`src/rtl/uart_tx_pkg.sv`:
```
package uart_tx_pkg;

  typedef enum logic [2:0] {
    ST_IDLE   = 3'd0,
    ST_ALIGN  = 3'd1,
    ST_START  = 3'd2,
    ST_DATA   = 3'd3,
    ST_PARITY = 3'd4,
    ST_STOP1  = 3'd5,
    ST_STOP2  = 3'd6
  } tx_state_e;

  typedef struct packed {
    logic par_en;
    logic par_odd;
    logic two_stop;
  } frame_cfg_t;

  // state that follows the first stop bit
  function automatic tx_state_e after_stop1(input frame_cfg_t cfg);
    return cfg.two_stop ? ST_STOP2 : ST_IDLE;
  endfunction

  // state that follows the last data bit
  function automatic tx_state_e after_data(input frame_cfg_t cfg);
    return cfg.par_en ? ST_PARITY : ST_STOP1;
  endfunction

endpackage

```
`src/rtl/uart_tx_cts_gate.sv`:
```
module uart_tx_cts_gate (
  input  logic idle,
  input  logic brk,
  input  logic cts_en,
  input  logic cts,
  input  logic valid,
  output logic ready,
  output logic accept
);
  logic send_permit;

  assign send_permit = !cts_en || cts;
  assign ready       = idle && !brk && send_permit;
  assign accept      = ready && valid;
endmodule

```
`src/rtl/uart_tx_sequencer.sv`:
```
module uart_tx_sequencer
  import uart_tx_pkg::*;
#(
  parameter int DATA_W = 8
) (
  input  logic              clk,
  input  logic              rst_n,
  input  logic              tick,
  input  logic              abort,
  input  logic              load,
  input  logic [DATA_W-1:0] load_data,
  input  frame_cfg_t        cfg_in,
  output logic              stream_bit,
  output logic              idle,
  output logic              frame_end
);
  localparam int CNT_W = (DATA_W > 1) ? $clog2(DATA_W) : 1;
  localparam logic [CNT_W-1:0] LAST_IDX = CNT_W'(DATA_W - 1);

  function automatic logic calc_parity(input logic [DATA_W-1:0] d, input logic odd);
    return (^d) ^ odd;
  endfunction

  tx_state_e         state_q;
  logic [DATA_W-1:0] shreg_q;
  logic [CNT_W-1:0]  cnt_q;
  logic              par_q;
  frame_cfg_t        cfg_q;
  logic              done_q;
  logic              last_stop;

  assign last_stop = tick && !abort &&
                     ((state_q == ST_STOP2) ||
                      (state_q == ST_STOP1 && !cfg_q.two_stop));

  always_ff @(posedge clk) begin
    if (!rst_n) begin
      state_q <= ST_IDLE;
      shreg_q <= '0;
      cnt_q   <= '0;
      par_q   <= 1'b0;
      cfg_q   <= '0;
      done_q  <= 1'b0;
    end else begin
      done_q <= last_stop;
      if (abort) begin
        state_q <= ST_IDLE;
      end else begin
        unique case (state_q)
          ST_IDLE: if (load) begin
            shreg_q <= load_data;
            par_q   <= calc_parity(load_data, cfg_in.par_odd);
            cfg_q   <= cfg_in;
            state_q <= ST_ALIGN;
          end
          ST_ALIGN: if (tick) state_q <= ST_START;
          ST_START: if (tick) begin
            state_q <= ST_DATA;
            cnt_q   <= '0;
          end
          ST_DATA: if (tick) begin
            shreg_q <= shreg_q >> 1;
            if (cnt_q == LAST_IDX) state_q <= after_data(cfg_q);
            else                   cnt_q   <= cnt_q + 1'b1;
          end
          ST_PARITY: if (tick) state_q <= ST_STOP1;
          ST_STOP1:  if (tick) state_q <= after_stop1(cfg_q);
          ST_STOP2:  if (tick) state_q <= ST_IDLE;
          default:   state_q <= ST_IDLE;
        endcase
      end
    end
  end

  always_comb begin
    unique case (state_q)
      ST_START:  stream_bit = 1'b0;
      ST_DATA:   stream_bit = shreg_q[0];
      ST_PARITY: stream_bit = par_q;
      default:   stream_bit = 1'b1;
    endcase
  end

  assign idle      = (state_q == ST_IDLE);
  assign frame_end = done_q;
endmodule

```
`src/rtl/uart_tx_line_router.sv`:
```
module uart_tx_line_router (
  input  logic stream_bit,
  input  logic brk,
  input  logic loop_en,
  output logic txd,
  output logic loop_rxd
);
  logic line_val;

  assign line_val = stream_bit && !brk;
  assign txd      = loop_en ? 1'b1 : line_val;
  assign loop_rxd = loop_en ? line_val : 1'b1;
endmodule

```
`src/rtl/uart_tx_engine.sv`:
```
module uart_tx_engine
  import uart_tx_pkg::*;
#(
  parameter int DATA_W = 8
) (
  input  logic              clk,
  input  logic              rst_n,
  input  logic              baud_tick,
  input  logic [DATA_W-1:0] tx_data,
  input  logic              tx_valid,
  output logic              tx_ready,
  input  logic              par_en,
  input  logic              par_odd,
  input  logic              two_stop,
  input  logic              brk,
  input  logic              cts_en,
  input  logic              cts,
  input  logic              loop_en,
  output logic              txd,
  output logic              loop_rxd,
  output logic              busy,
  output logic              done
);
  logic       eng_idle;
  logic       accept;
  logic       stream_bit;
  frame_cfg_t cfg_now;

  assign cfg_now = '{par_en: par_en, par_odd: par_odd, two_stop: two_stop};

  uart_tx_cts_gate u_gate (
    .idle   (eng_idle),
    .brk    (brk),
    .cts_en (cts_en),
    .cts    (cts),
    .valid  (tx_valid),
    .ready  (tx_ready),
    .accept (accept)
  );

  uart_tx_sequencer #(.DATA_W(DATA_W)) u_seq (
    .clk        (clk),
    .rst_n      (rst_n),
    .tick       (baud_tick),
    .abort      (brk),
    .load       (accept),
    .load_data  (tx_data),
    .cfg_in     (cfg_now),
    .stream_bit (stream_bit),
    .idle       (eng_idle),
    .frame_end  (done)
  );

  uart_tx_line_router u_route (
    .stream_bit (stream_bit),
    .brk        (brk),
    .loop_en    (loop_en),
    .txd        (txd),
    .loop_rxd   (loop_rxd)
  );

  assign busy = !eng_idle;
endmodule

```
`config.mk`:
```
export PLATFORM = sky130hd
export DESIGN_NAME = uart_tx_engine
export DESIGN_NICKNAME = d
export VERILOG_FILES = /design/src/rtl/uart_tx_pkg.sv /design/src/rtl/uart_tx_cts_gate.sv /design/src/rtl/uart_tx_sequencer.sv /design/src/rtl/uart_tx_line_router.sv /design/src/rtl/uart_tx_engine.sv
export SDC_FILE = /design/constraint.sdc
export NUM_CORES = 1
export LEC_CHECK = 0
export CAP_MARGIN = 20
export CORE_MARGIN = 8
export CORE_UTILIZATION = 49
export CTS_CLUSTER_SIZE = 12
export DETAILED_ROUTE_END_ITERATION = 10
export PLACE_DENSITY = 0.75
export REMOVE_ABC_BUFFERS = 1
export SYNTH_ARGS = -nofsm -noshare
export SYNTH_HDL_FRONTEND = slang
export SYNTH_SLANG_ARGS = --single-unit
```
`constraint.sdc`:
```
create_clock -name clk -period 2.4 [get_ports clk]
set_clock_uncertainty 0.15 [all_clocks]
set_input_delay 0.36 -clock clk [delete_from_list [all_inputs] [get_ports clk]]
set_output_delay 0.36 -clock clk [all_outputs]
set_load 0.02 [all_outputs]
```
# Word-level counts from Yosys, hierarchy flattened
# Cells that the tools add are included.
# totals
regBits,18
in_bits,19
out_inout_bits,5
# classes
addsub,1
n_eq_ne,16
mux,20
bitwise_logic,3
n_reduce_logical,22
# ops
cell,count
3-bit two-way mux,11
3-bit case mux with 7 select lines,1
8-bit two-way mux,2
8-bit case mux with 2 select lines,1
2-bit != test (second input constant),7
3-bit equality test (second input constant),4
8-bit AND reduction,1
8-bit XOR reduction,1
1-bit logical AND,7
3-bit by 2-bit equality test with 1-bit output (second input constant),2
3-bit case mux with 2 select lines,1
5-bit AND reduction,1
1-bit zero test,4
2-bit by 1-bit != test with 1-bit output (second input constant),2
4-bit AND reduction,1
2-bit nonzero test,2
3-bit by 1-bit adder with 3-bit output (second input constant),1
3-bit by 1-bit equality test with 1-bit output (second input constant),1
3-bit zero test,1
1-bit two-way mux,3
1-bit case mux with 3 select lines,1
3-bit AND reduction,1
1-bit logical OR,2
1-bit NOT,2
other kinds (2),2

# Logic depth before layout (Yosys ltp)
# depth
ltp_word,6
ltp_mapped,6
mapped_depth_nobuf,6

# Modules after synthesis
# A second synthesis with hierarchy kept.
# hier_totals
cells_unflattened,117
area_unflattened_um2,1168.6
# modules_own_cells
module,n_inst,cells_per_inst,area_each_um2,seq_area_each_um2
uart_tx_sequencer,1,110,1098.6,360.3
uart_tx_cts_gate,1,3,37.5,0.0
uart_tx_line_router,1,3,28.8,0.0
uart_tx_engine,1,1,3.8,0.0

# Least setup slack after synthesis
# No wires, ideal clock.
# synth_path
path_kind,flip-flop to flip-flop
start,reg u_seq.state_q[1]
end,reg u_seq.shreg_q[0]
setup_time_ps,87
t_arrival_ps,1872
path_slack_ps,291
path_stages_with_launch,6
path_buffers,1
path_cell_list,dfxtp_1 > or3_4 > or4_1 > buf_4 > a21o_4 > a221oi_2
# synth_via
elab_chain_cells,6
# synth_lines
element,line,rtl
from (decl),uart_tx_sequencer.sv:24,tx_state_e state_q;
from (signal assigned),uart_tx_sequencer.sv:63,if (cnt_q == LAST_IDX) state_q <= after_data(cfg_q);
from (signal assigned),uart_tx_sequencer.sv:67,ST_STOP1: if (tick) state_q <= after_stop1(cfg_q);
3-bit zero test,"uart_tx_sequencer.sv:49, uart_tx_sequencer.sv:84",
1-bit logical AND (2 in series),uart_tx_cts_gate.sv:13,assign ready = idle && !brk && send_permit;
1-bit logical AND,uart_tx_cts_gate.sv:14,assign accept = ready && valid;
2-bit by 1-bit != test with 1-bit output (no source line),n/a,
4-bit AND reduction (no source line),n/a,
to (signal assigned),uart_tx_sequencer.sv:51,shreg_q <= load_data;
to (signal assigned),uart_tx_sequencer.sv:62,shreg_q <= shreg_q >> 1;
to (decl),uart_tx_sequencer.sv:25,logic [DATA_W-1:0] shreg_q;
# Several ways; a longest one is shown, not always the timed one.
# A chain may end at the register's enable or synchronous reset.

# Final worst setup path
# layout_path
start,reg u_seq.state_q[1]
end,reg u_seq.shreg_q[2]
# The elaborated chain is that of the path after synthesis.

==> results by group <==
Status
  • Status: completed

Cells and area
  • Synth-to-layout area growth: 29.1%
  • Diode count: 0
  • Fin nets: 173
  • Most frequent cells in the layout: clkdlybuf4s50_1, dfxtp_1, nor2_1
  • Filler cells: 193
  • Most common library cell in the layout ignoring fill and taps: clkdlybuf4s50_1
  • Layout cells sized above 1: 0.147

STA
  • Fin crit period: 2.16 ns
  • Slew @ Worst Pin: 0.586 ns
  • Final Cycle Share: 0.902
  • Final setup viols: 0
  • Sum Neg Setup Slack: 0 ns
  • Endpoints failing hold: 0
  • Slew headroom: 0.608
  • FMAX: 0.462 GHz
  • Fin. max-slew vios: 0
  • RSZ-0062 raised after global routing: no

Global routing
  • GR Util All Layers: 0.126
  • Vias in the first global route: 1001
  • Met2 GRT Util: 0.229
  • Pin count of the biggest net entering global routing: 16
  • GRT overflow: 0
  • Initial antenna violation count: 0
  • Gr busiest metal: met2
  • Met1 Use GR: 0.138
  • First-pass GRT wire length: 4280 microns
  • Met3 GRT Util: 0.0283

Placed design
  • IO buf count: 23
  • Gpl congestion: 0.741
  • HPWL after DPL: 1920 microns

Routing
  • DRC Markers: 0
  • Final wirelength: 2520 microns
  • DR iter-0 viols: 28
  • Drt pass-1 iters: 4
  • Via-to-Cell Ratio: 5.67
  • Vias post-DR: 1009
  • ANT nets after route: 0
  • Average wire per standard cell: 14.2 microns

Die
  • CORE AREA: 2170 sq um
  • DIE WIDTH: 63.3 microns
  • # IOs: 24
  • Starting density of the core: 0.505
  • Die Y: 63.3 microns
  • Row count: 17
  • Die area: 4000 sq um

Clock network
  • Worst-skew pair later-pin latency: 0.29 ns
  • Clock root buffer: clkbuf_4
  • Clock Sinks: 18
  • Hold_buf cts: 0
  • H-tree depth: 1
  • Clock-pin slew on the worst setup and hold paths: 0.10 ns
  • Clock tree buffer depth: 2
  • Setup Fix Bufs, Post-CTS: 0
  • CTS tree: built
  • Num CTS Buffers: 3

Power
  • Final Power: 0.000601 W
  • Worst vdd ir: 0.316 mV
  • Leakage power: 0.521 nW
  • Pwr per Cell Area: 425 nW/um^2

Synth
  • Synth Area per Inst: 8.69 sq um
  • Synth warnings: 0
  • Seq/Total Area, Yosys: 0.329
  • Post-Synthesis Cells: 126
  • FF+latch count, synth: 18
  • Synth cell types: 39
  • Biggest area consumer among synthesized cells: dfxtp_1
  • Share of Yosys cell area claimed by the top area cell type: 0.329
  • Cell Area, Synth: 1090 sq um
  • Largest cells by area after synthesis: dfxtp_1, a221oi_2, nor2_1, a211oi_1, a21oi_1

Worst setup path
  • Critical Path AT: 2.23 ns
  • CP top delay family: simple AND/OR/NAND/NOR gates
  • Startpoint Class: flop
  • Crit path kind: reg2reg
  • Crit-path max cell delay: 0.61 ns
  • Slowest-stage cell, CP: or4_1
  • CP bufs+invs: 0
  • Highest net fanout along the worst path: 7
  • Setup crit end kind: flop
  • Critical path required time: 2.46 ns
  • Worst-path cell chain: or3_4, or4_1, a21o_4, a221oi_2

Min path
  • Worst hold-check path type: reg2reg

Run
  • Max Cap Viol: 0
## final cells by class
| class | count | area [sq um] | area share |
|---|---|---|---|
| multi-input cells | 89 | 659 | 0.466 |
| flip-flops and latches | 18 | 364 | 0.258 |
| repair buffers | 29 | 292 | 0.206 |
| inverters | 11 | 41.3 | 0.0292 |
| well taps | 28 | 35.0 | 0.0248 |
| clock buffers | 3 | 22.5 | 0.0159 |
## synthesized netlist by cell type
cell type / n
mux2i_1: 4
nor3b_1: 2
a31oi_1: 1
xnor3_1: 1
and3_1: 1
a21o_4: 1
a22oi_1: 2
or3_1: 1
nor2b_1: 1
a221oi_2: 7
xor2_1: 1
o21ai_0: 3
o41ai_1: 1
inv_2: 1
a21bo_2: 1
o211ai_2: 1
a21o_1: 2
clkbuf_1: 7
dfxtp_1: 18
or4_1: 1
nor3_1: 3
nor2_1: 15
buf_4: 1
o21ai_1: 1
nand3b_1: 1
o21a_1: 1
a21oi_1: 8
nand2_1: 6
a211oi_1: 6
ha_1: 2
nor4_1: 1
o311ai_0: 1
and3b_1: 1
nand2b_1: 2
or3_4: 1
nand4bb_1: 2
inv_1: 10
nand3_1: 3
xnor2_1: 4
## stage by stage
| step | hold slack (ns) | cell area, sq um | instances | setup WS (ns) | utilization |
|---|---|---|---|---|---|
| 6_report | 0.326 | 1410 | 178 | 0.235 | 0.652 |
| 5_1_grt | 0.352 | 1410 | 178 | 0.176 | 0.652 |
| 4_1_cts | 0.331 | 1410 | 178 | 0.0470 | 0.648 |
| 3_5_place_dp | 0.315 | 1380 | 175 | 0.0716 | 0.638 |
| 3_3_place_gp | 0.303 | 1380 | 175 | 0.0995 | 0.638 |
| 2_1_floorplan | 0.300 | 1060 | 118 | 0.144 | - |
## worst register-to-register path, stage by stage (launching register included)
cell and delay, ns:
dfxtp_1 0.37, or3_4 0.39, or4_1 0.61, a21o_4 0.31
a221oi_2 0.27
## logic make-up (layout without fill, tap and decap cells)
kind of cell,Yosys count,in the layout,share of synthesized area
simple gates,41,41,0.200
compound gates,36,36,0.282
buf+inv,19,43,0.0686
flops,18,18,0.329
xor+xnor,6,6,0.0606
mux,4,4,0.0366
fa+ha+maj,2,2,0.0229
## per-layer routing
layer | wire, microns | share of wire
met5 | 0 | 0
met4 | 16 | 0.0063
met3 | 71 | 0.028
met2 | 1290 | 0.51
met1 | 1140 | 0.45
## registers in the layout, indices dropped and copies added, names as in the netlist
| register | count |
|---|---|
| u_seq.cfg_q | 2 |
| u_seq.shreg_q | 8 |
| u_seq.state_q | 3 |
| u_seq.frame_end | 1 |
| u_seq.cnt_q | 3 |
| u_seq.par_q | 1 |
## final timing paths
path	startpoint	endpoint	slack [ns]	depth (start not counted)
min	u_seq.shreg_q[3]$_SDFFE_PN0P_	u_seq.shreg_q[3]$_SDFFE_PN0P_	0.33	2
max reg2reg	u_seq.state_q[1]$_SDFFE_PP0P_	u_seq.shreg_q[2]$_SDFFE_PN0P_	0.24	4
max	u_seq.state_q[1]$_SDFFE_PP0P_	u_seq.shreg_q[2]$_SDFFE_PN0P_	0.24	4
min reg2reg	u_seq.shreg_q[3]$_SDFFE_PN0P_	u_seq.shreg_q[3]$_SDFFE_PN0P_	0.33	2
## repair_timing
action	in CTS	in global routing
gates resized for setup	2	4
hold endpoints to repair	0	0
pin swaps	0	0
endpoints found under the setup margin	3	2
## report_power, final
part	internal, W	leakage, nW	switching [W]
sequential	0.000308	0.147	0.00000433
clock	0.0000583	0.0138	0.0000921
combinational	0.0000762	0.360	0.0000618
(Power assumes the default switching activity.)
